<file path="config.mk">
export PLATFORM = sky130hd
export DESIGN_NAME = ext_stat_irq
export DESIGN_NICKNAME = d
export VERILOG_FILES = /design/src/rtl/esi_pkg.sv /design/src/rtl/esi_sync.sv /design/src/rtl/esi_cfg.sv /design/src/rtl/esi_core.sv /design/src/rtl/ext_stat_irq.sv
export SDC_FILE = /design/constraint.sdc
export NUM_CORES = 1
export LEC_CHECK = 0
export ABC_AREA = 1
export BUFFER_PORTS_ARGS = -buffer_cell sky130_fd_sc_hd__buf_2
export CORE_UTILIZATION = 42
export DETAILED_ROUTE_END_ITERATION = 16
export GPL_ROUTABILITY_DRIVEN = 0
export GPL_TIMING_DRIVEN = 0
export PLACE_DENSITY = 0.74
export SLEW_MARGIN = 5
export SYNTH_ARGS = -nofsm -noshare
export SYNTH_HDL_FRONTEND = slang
export SYNTH_SLANG_ARGS = --single-unit
</file>
<file path="constraint.sdc">
create_clock -name clk -period 1.05 [get_ports clk]
set_input_delay 0 -clock clk [delete_from_list [all_inputs] [get_ports clk]]
set_output_delay 0 -clock clk [all_outputs]
set_load 0.005 [all_outputs]
</file>
<file path="src/rtl/esi_pkg.sv">
package esi_pkg;
   localparam int CFG_W   = 8;
   localparam int SRC_N   = 5;
   // live source vector positions
   localparam int S_DCD   = 0;
   localparam int S_SYNC  = 1;
   localparam int S_CTS   = 2;
   localparam int S_EOM   = 3;
   localparam int S_BRK   = 4;
   // enable register positions
   localparam int E_ENH   = 0;
   localparam int E_ZC    = 1;
   localparam int E_FIFO  = 2;
   localparam int E_LVL_LO = 3;
   localparam logic [CFG_W-1:0] CFG_RST_DEF = 8'hF8;
endpackage

</file>
<file path="src/rtl/esi_sync.sv">
module esi_sync #(
   parameter int STAGES = 2,
   parameter int W      = 1
) (
   input  logic         clk,
   input  logic         rst_n,
   input  logic [W-1:0] d,
   output logic [W-1:0] q
);
   logic [W-1:0] chain [STAGES];

   if (STAGES < 2) begin : g_bad_depth
      $error("esi_sync: STAGES must be at least 2");
   end

   for (genvar i = 0; i < STAGES; i++) begin : g_stage
      if (i == 0) begin : g_first
         always_ff @(posedge clk or negedge rst_n) begin
            if (!rst_n) chain[0] <= '0;
            else        chain[0] <= d;
         end
      end else begin : g_next
         always_ff @(posedge clk or negedge rst_n) begin
            if (!rst_n) chain[i] <= '0;
            else        chain[i] <= chain[i-1];
         end
      end
   end

   assign q = chain[STAGES-1];
endmodule

</file>
<file path="src/rtl/esi_cfg.sv">
module esi_cfg #(
   parameter int                CFG_W  = 8,
   parameter logic [CFG_W-1:0]  RST_V  = '0
) (
   input  logic             clk,
   input  logic             rst_n,
   input  logic             chan_rst,
   input  logic             wr_en,
   input  logic [CFG_W-1:0] wr_data,
   output logic [CFG_W-1:0] cfg_q
);
   always_ff @(posedge clk or negedge rst_n) begin
      if (!rst_n)        cfg_q <= RST_V;
      else if (chan_rst) cfg_q <= RST_V;
      else if (wr_en)    cfg_q <= wr_data;
   end
endmodule

</file>
<file path="src/rtl/esi_core.sv">
module esi_core #(
   parameter int SRC_N = 5,
   parameter int WARM  = 2
) (
   input  logic             clk,
   input  logic             rst_n,
   input  logic             chan_rst,
   input  logic [SRC_N-1:0] live,
   input  logic [SRC_N-1:0] mask,
   input  logic             zev,
   input  logic             clr,
   output logic             pend,
   output logic [SRC_N-1:0] snap,
   output logic             zc_q
);
   localparam int WC_W = $clog2(WARM + 1);

   logic [WC_W-1:0]  warm_cnt;
   logic             warm_done;
   logic [SRC_N-1:0] diff;
   logic             chg;

   assign warm_done = (warm_cnt == WC_W'(WARM));

   // per-source change flags
   for (genvar k = 0; k < SRC_N; k++) begin : g_diff
      assign diff[k] = (live[k] ^ snap[k]) & mask[k];
   end

   assign chg = warm_done & ~pend & (|diff);

   always_ff @(posedge clk or negedge rst_n) begin
      if (!rst_n)          warm_cnt <= '0;
      else if (!warm_done) warm_cnt <= warm_cnt + 1'b1;
   end

   always_ff @(posedge clk or negedge rst_n) begin
      if (!rst_n) begin
         pend <= 1'b0;
         snap <= '0;
         zc_q <= 1'b0;
      end else if (chan_rst) begin
         pend <= 1'b0;
         snap <= live;
         zc_q <= 1'b0;
      end else begin
         pend <= (pend & ~clr) | chg | zev;
         zc_q <= (zc_q & ~clr) | zev;
         if (!pend) snap <= live;
      end
   end
endmodule

</file>
<file path="src/rtl/ext_stat_irq.sv">
module ext_stat_irq #(
   parameter int          SYNC_STAGES = 2,
   parameter logic [7:0]  EN_RST      = esi_pkg::CFG_RST_DEF
) (
   input  logic       clk,
   input  logic       rst_n,
   input  logic       chan_rst,
   input  logic       wr_en,
   input  logic [7:0] wr_data,
   input  logic       irq_clr,
   input  logic       sync_mode,
   input  logic       sdlc_mode,
   input  logic       brk_abort,
   input  logic       tx_eom,
   input  logic       cts_pin,
   input  logic       dcd_pin,
   input  logic       sync_pin,
   input  logic       rx_hunt,
   input  logic       bg_zero,
   output logic [7:0] cfg_q,
   output logic [5:0] stat_o,
   output logic       irq,
   output logic       fifo_en,
   output logic       enh_en
);
   import esi_pkg::*;

   localparam int PIN_N = 3;

   if (SYNC_STAGES < 2) begin : g_chk_sync
      $error("ext_stat_irq: SYNC_STAGES below 2");
   end
   if (CFG_W != 8) begin : g_chk_cfg
      $error("ext_stat_irq: enable register must be 8 bits");
   end

   logic [PIN_N-1:0] pin_raw, pin_s;
   logic [SRC_N-1:0] live, mask, snap;
   logic             sync_src, zev, pend, zc_q;

   assign pin_raw = {cts_pin, sync_pin, dcd_pin};

   esi_sync #(.STAGES(SYNC_STAGES), .W(PIN_N)) u_sync (
      .clk   (clk),
      .rst_n (rst_n),
      .d     (pin_raw),
      .q     (pin_s)
   );

   esi_cfg #(.CFG_W(CFG_W), .RST_V(EN_RST)) u_cfg (
      .clk      (clk),
      .rst_n    (rst_n),
      .chan_rst (chan_rst),
      .wr_en    (wr_en),
      .wr_data  (wr_data),
      .cfg_q    (cfg_q)
   );

   assign sync_src     = sync_mode ? rx_hunt : pin_s[1];
   assign live[S_DCD]  = pin_s[0];
   assign live[S_SYNC] = sync_src;
   assign live[S_CTS]  = pin_s[2];
   assign live[S_EOM]  = tx_eom;
   assign live[S_BRK]  = brk_abort;

   assign mask = cfg_q[E_LVL_LO +: SRC_N];
   assign zev  = bg_zero & cfg_q[E_ZC];

   esi_core #(.SRC_N(SRC_N), .WARM(SYNC_STAGES)) u_core (
      .clk      (clk),
      .rst_n    (rst_n),
      .chan_rst (chan_rst),
      .live     (live),
      .mask     (mask),
      .zev      (zev),
      .clr      (irq_clr),
      .pend     (pend),
      .snap     (snap),
      .zc_q     (zc_q)
   );

   assign irq     = pend;
   assign stat_o  = {snap, zc_q};
   assign fifo_en = cfg_q[E_FIFO] & sdlc_mode;
   assign enh_en  = cfg_q[E_ENH];
endmodule

</file>
Word level (Yosys, flattened, before mapping)
Cells that the tools add are included.
- output and inout bits: 17
- bits in registers: 23
- equal/unequal tests: 2
- muxes and demuxes: 7
- add/subtract/negate cells: 1
- bitwise logic cells: 21
- reductions and logical operators: 2
- operators with widths (cell ; number):
    8-bit two-way mux ; 2
    1-bit bitwise AND ; 11
    5-bit two-way mux ; 2
    5-bit OR reduction ; 1
    1-bit XOR ; 5
    1-bit two-way mux ; 3
    1-bit bitwise OR ; 3
    2-bit by 1-bit adder with 2-bit output, second input constant ; 1
    2-bit equality test, second input constant ; 1
    2-bit != test, second input constant ; 1
    1-bit NOT ; 2
    2-bit nonzero test ; 1

Longest topological paths before layout
- depth in word-level cells: 8
- depth in mapped cells: 8
- gate-level depth less buffers: 8

Modules after synthesis
A second synthesis with hierarchy kept.
- cells, all modules: 112
- area total of the unflattened synthesis: 1012.2 um2
- by module, submodules not included (module ; instances ; seq. area each (um2) ; area each (um2) ; cells each):
    esi_core ; 1 ; 225.2 ; 465.4 ; 58
    esi_cfg ; 1 ; 206.4 ; 329.1 ; 35
    esi_sync ; 1 ; 150.1 ; 172.7 ; 9
    ext_stat_irq ; 1 ; 0.0 ; 45.0 ; 10

Least setup slack after synthesis
No wires, ideal clock.
- path kind: flip-flop to flip-flop
- from: register u_core.pend
- to: register u_core.snap[1]
- library setup time: 0.125 ns
- arrival time: 0.914 ns
- period minus slack after synthesis: 1.039 ns
- data required time: 0.925 ns
- cell stages (with the launch flop): 4
- setup slack: 0.011 ns
- path through: dfrtp_1 > inv_1 > nor2_4 > mux2_2
- word-level cells in the longest chain between the ends: 1
- ends and longest elaborated chain (item ; line ; text):
    start: declaration ; esi_core.sv:12 ; output logic pend,
    start signal: assignment ; esi_core.sv:47 ; pend <= (pend & ~clr) | chg | zev;
    2-bit != test (no line) ; - ;
    end signal: assignment ; esi_core.sv:44 ; snap <= live;
    end signal: assignment ; esi_core.sv:49 ; if (!pend) snap <= live;
    end: declaration ; esi_core.sv:13 ; output logic [SRC_N-1:0] snap,
Every way passes these cells.
A chain may end at the register's enable or synchronous reset.

Worst setup path in the final report
- from: register u_cfg.cfg_q[6]
- to: register u_core.pend
- word-level cells in the longest chain between the ends: 6
- ends and longest elaborated chain (item ; line ; text):
    start: declaration ; esi_cfg.sv:10 ; output logic [CFG_W-1:0] cfg_q
    start signal: assignment ; esi_cfg.sv:15 ; else if (wr_en) cfg_q <= wr_data;
    1-bit bitwise AND ; esi_core.sv:27 ; assign diff[k] = (live[k] ^ snap[k]) & mask[k];
    5-bit OR reduction ; esi_core.sv:30 ; assign chg = warm_done & ~pend & (|diff);
    1-bit bitwise AND ; esi_core.sv:30 ;
    1-bit bitwise OR (2 in series) ; esi_core.sv:47 ;
    1-bit two-way mux ; esi_core.sv:42 ; end else if (chan_rst) begin
Every way passes these cells.

==> results summary <==
The flow ran to the end, and the final reports show no timing, DRC or antenna violations. Setup repair after global routing could not meet its margin everywhere. The top-level port count is 39. In the post-synthesis netlist, the biggest area contributors are sky130_fd_sc_hd__dfrtp_1 47%, sky130_fd_sc_hd__dfstp_2 14%, sky130_fd_sc_hd__nand2_1 9.3%, sky130_fd_sc_hd__inv_1 6.6%, sky130_fd_sc_hd__o22a_2 5.2%. Cells fill 65.28% of the core in the end.

The area growth from synthesis to layout came out at 47.87%. STA classifies the critical path endpoint as a register. The area occupied by registers came out at 581.8 µm². In this run the number of H-tree levels came out at 1. The reg-to-reg setup timing slack came out at 4 ps.

The worst path buffer plus inverter count came out at 0. The wire length per cell came out at 12.06 µm. The filler cell count came out at 179. The die span in y came out at 49.99 µm.

TritonCTS built the clock tree. The share of synthesized area occupied by flip-flops and latches came out at 60.16%. The global-route wire length before repair came out at 3.491 mm. The final HPWL from detailed placement is 1.405 mm. The number of clock sinks is 23. After floorplanning, the core was divided into 17 placement rows. The final-report max-slew violation count is 0. After detailed routing, the number of remaining DRC violations is 0. The worst setup path is launched from a register. The initial DRC count came out at 11.

The flop and latch count out of synthesis came out at 23. The top cell type by area accounts for 46.57% of the synthesized area. The repair_antennas step left the layout with diodes totalling 0.

The type of the worst min-delay path is in -> reg. At the end of the flow, the number of nets in the layout was 182. Of all cell types, the one taking the most synthesized area is sky130_fd_sc_hd__dfrtp_1.

The most common cell type on the critical path is sky130_fd_sc_hd__nand2_1. Setup violations remaining at the end of the flow were counted as 0. The number of optimization iterations in the first detailed-route pass came out at 4. The post-route antenna net violation count is 0.

The number of different library cells used by synthesis comes to 18. The required time at the endpoint of the critical path is 1300 ps. The area taken by multi-input logic gates came out at 322.8 µm².

The worst relative slew slack is 66.41%. The slowest stage of the critical path is the sky130_fd_sc_hd__dfstp_2 cell. The clock buffer count from CTS came out at 3.

The via count of the first global-routing pass is 850. The count of yosys warnings during synthesis came out at 0. Walking the worst path, the cells encountered are nand3_2 -> nand2_2 -> nor2_1 -> nand2_1 -> nand2_1 -> a21oi_2. The number of antenna violations at the first check in global routing is 0. When the netlist entered floorplanning its net count stood at 119. The number of failing hold endpoints at the final stage is 0. The number of buffers on the longest clock path came out at 2.

The number of buffers added on ports came out at 38. For the final database, setup skew stands at 5.977 ps. The sum of routed wire length over all layers is 2.243 mm. The cell family with the largest share of critical-path delay is flip-flops.

At the worst endpoint, the arrival time is 1300 ps. The per-cell via count in the routed design is 4.715. The chip width is 49.99 µm. The maximum ir drop on the vdd rail is 716.9 µV. The maximum fanout encountered on the critical timing path came out at 3. The max-cap check violation count came out at 0. The worst path uses 99.59% of the clock period. The leakage component of the power is 0.7552 nW. The clock insertion delay at the later pin of the skew report is 310 ps. In this run the power density over the cells is 1194 nW/µm². The initial cell density of the core is 44.15%. The fraction of final layout cells with drive strength greater than 1 came out at 43.67%. The mean instance size in the synthesized netlist is 10.07 µm². The mapped cell area came out at 967.2 µm². The number of vias after detailed routing is 877.

The cell sitting at the root of the clock tree is a sky130_fd_sc_hd__clkbuf_4. The minimum hold slack is 70.72 ps. The highest achievable clock rate came out at 956.3 MHz. The combined global-route utilization of all metal layers came out at 18.87%. The clock-pin slew on the worst setup and hold paths is 120 ps.

The remaining global-route overflow came out at 0. The largest net degree at the start of global routing is 24. The area inside the core boundary is 2191 µm².

The critical path is of the reg -> reg type. Leaving out fill and tap cells, the most frequent cells in the layout are 37 x sky130_fd_sc_hd__buf_2, 23 x sky130_fd_sc_hd__nand2_1, 18 x sky130_fd_sc_hd__dfrtp_1. Leaving out fill and tap cells, the most frequent cell in the layout is sky130_fd_sc_hd__buf_2.

The delay of the slowest cell on the worst path came out at 580 ps. The number of cells produced by synthesis is 96. The die covers 2499 µm². The final critical-path required period is 1046 ps.

The actual slew at the worst max-slew pin is 503.9 ps.
cell families (layout without fill, tap and decap cells):
logic type | after synthesis | after routing | share of synthesized area, %
adder cells (fa/ha/maj) | 1 | 1 | 1.293
XOR/XNOR | 1 | 1 | 0.9057
buffers and inverters | 19 | 81 | 8.149
AO/OA/AOI/OAI | 16 | 16 | 12.68
flip-flops | 23 | 23 | 60.16
AND/OR/NAND/NOR | 35 | 35 | 15.65
multiplexers | 1 | 1 | 1.164
worst register-to-register path: stages (launching register included):
cell,delay [ps]
sky130_fd_sc_hd__dfstp_2,580
sky130_fd_sc_hd__nand3_2,80
sky130_fd_sc_hd__nand2_2,70
sky130_fd_sc_hd__nor2_1,40
sky130_fd_sc_hd__nand2_1,60
sky130_fd_sc_hd__nand2_1,60
sky130_fd_sc_hd__a21oi_2,100
area by class of cell:
class                      instances  share of cell area, %
sequential                        23                  40.68
timing repair buffer              58                  26.95
multi-input combinational         54                  22.57
inverter                          17                  4.462
tap                               28                  2.450
clock buffer                       4                  1.837
buffer                             2                  1.050
cell usage after synthesis (all sizes together):
library cell / count
mux2: 1
ha: 1
dfrtp: 18
inv: 17
nand2: 25
o22a: 5
buf: 2
nand3b: 1
o21ai: 5
a21oi: 2
xnor2: 1
a22o: 3
nor2: 4
nand3: 5
dfstp: 5
o21a: 1
final timing paths:
check / start / endpoint / depth (start not counted)
worst min register to register: u_sync.chain[3] / u_sync.q[0] / 0
worst min-delay path: rx_hunt / u_core.snap[1] / 4
max in group asynchronous: rst_n / u_cfg.cfg_q[5] / 2
worst max-delay path: u_cfg.cfg_q[6] / u_core.pend / 6
min in group asynchronous: rst_n / u_core.snap[3] / 2
worst max register to register: u_cfg.cfg_q[6] / u_core.pend / 6
metrics by stage:
step	total power, mW	instances	area (µm²)	setup WS (ps)	TNS [ps]
after global placement	1.239	162	1192	-31.84	-31.84
after CTS	1.699	184	1399	0.3056	0
after detailed placement	1.251	162	1192	-76.84	-76.84
after global routing	1.799	186	1430	-62.06	-62.06
final	1.708	186	1430	4.331	0
after floorplan	1.119	96	967.2	10.81	0
registers in the layout, indices dropped and copies added (netlist names):
name             count
u_cfg.cfg_q          8
u_core.snap          5
u_sync.chain         3
u_sync.q             3
u_core.warm_cnt      2
u_core.pend          1
u_core.zc_q          1
power breakdown:
part / leakage, nW / switching [mW] / internal [mW]
clock: 0.0150 / 0.251 / 0.148
sequential: 0.271 / 0.0415 / 0.948
combinational: 0.469 / 0.144 / 0.174
per-layer routing:
metal  vias to the layer above  part of all wire (%)  track usage (%)
li1                        427                     -                -
met1                       423                    42            21.60
met2                        25                    54            33.11
met3                         2                   3.3            4.012
met4                         0                  0.49            8.571
met5                         -                     0                0
repair_timing:
action / in CTS / in global routing
cloned: 0 / 0
hold buffers: 17 / 0
pin swaps: 1 / 2
gates resized for setup: 1 / 7
endpoints found under the hold margin: 38 / 0
endpoints found under the setup margin: 2 / 11
buffers inserted: 1 / 2
No activity file was read; power rests on OpenSTA's default activity.
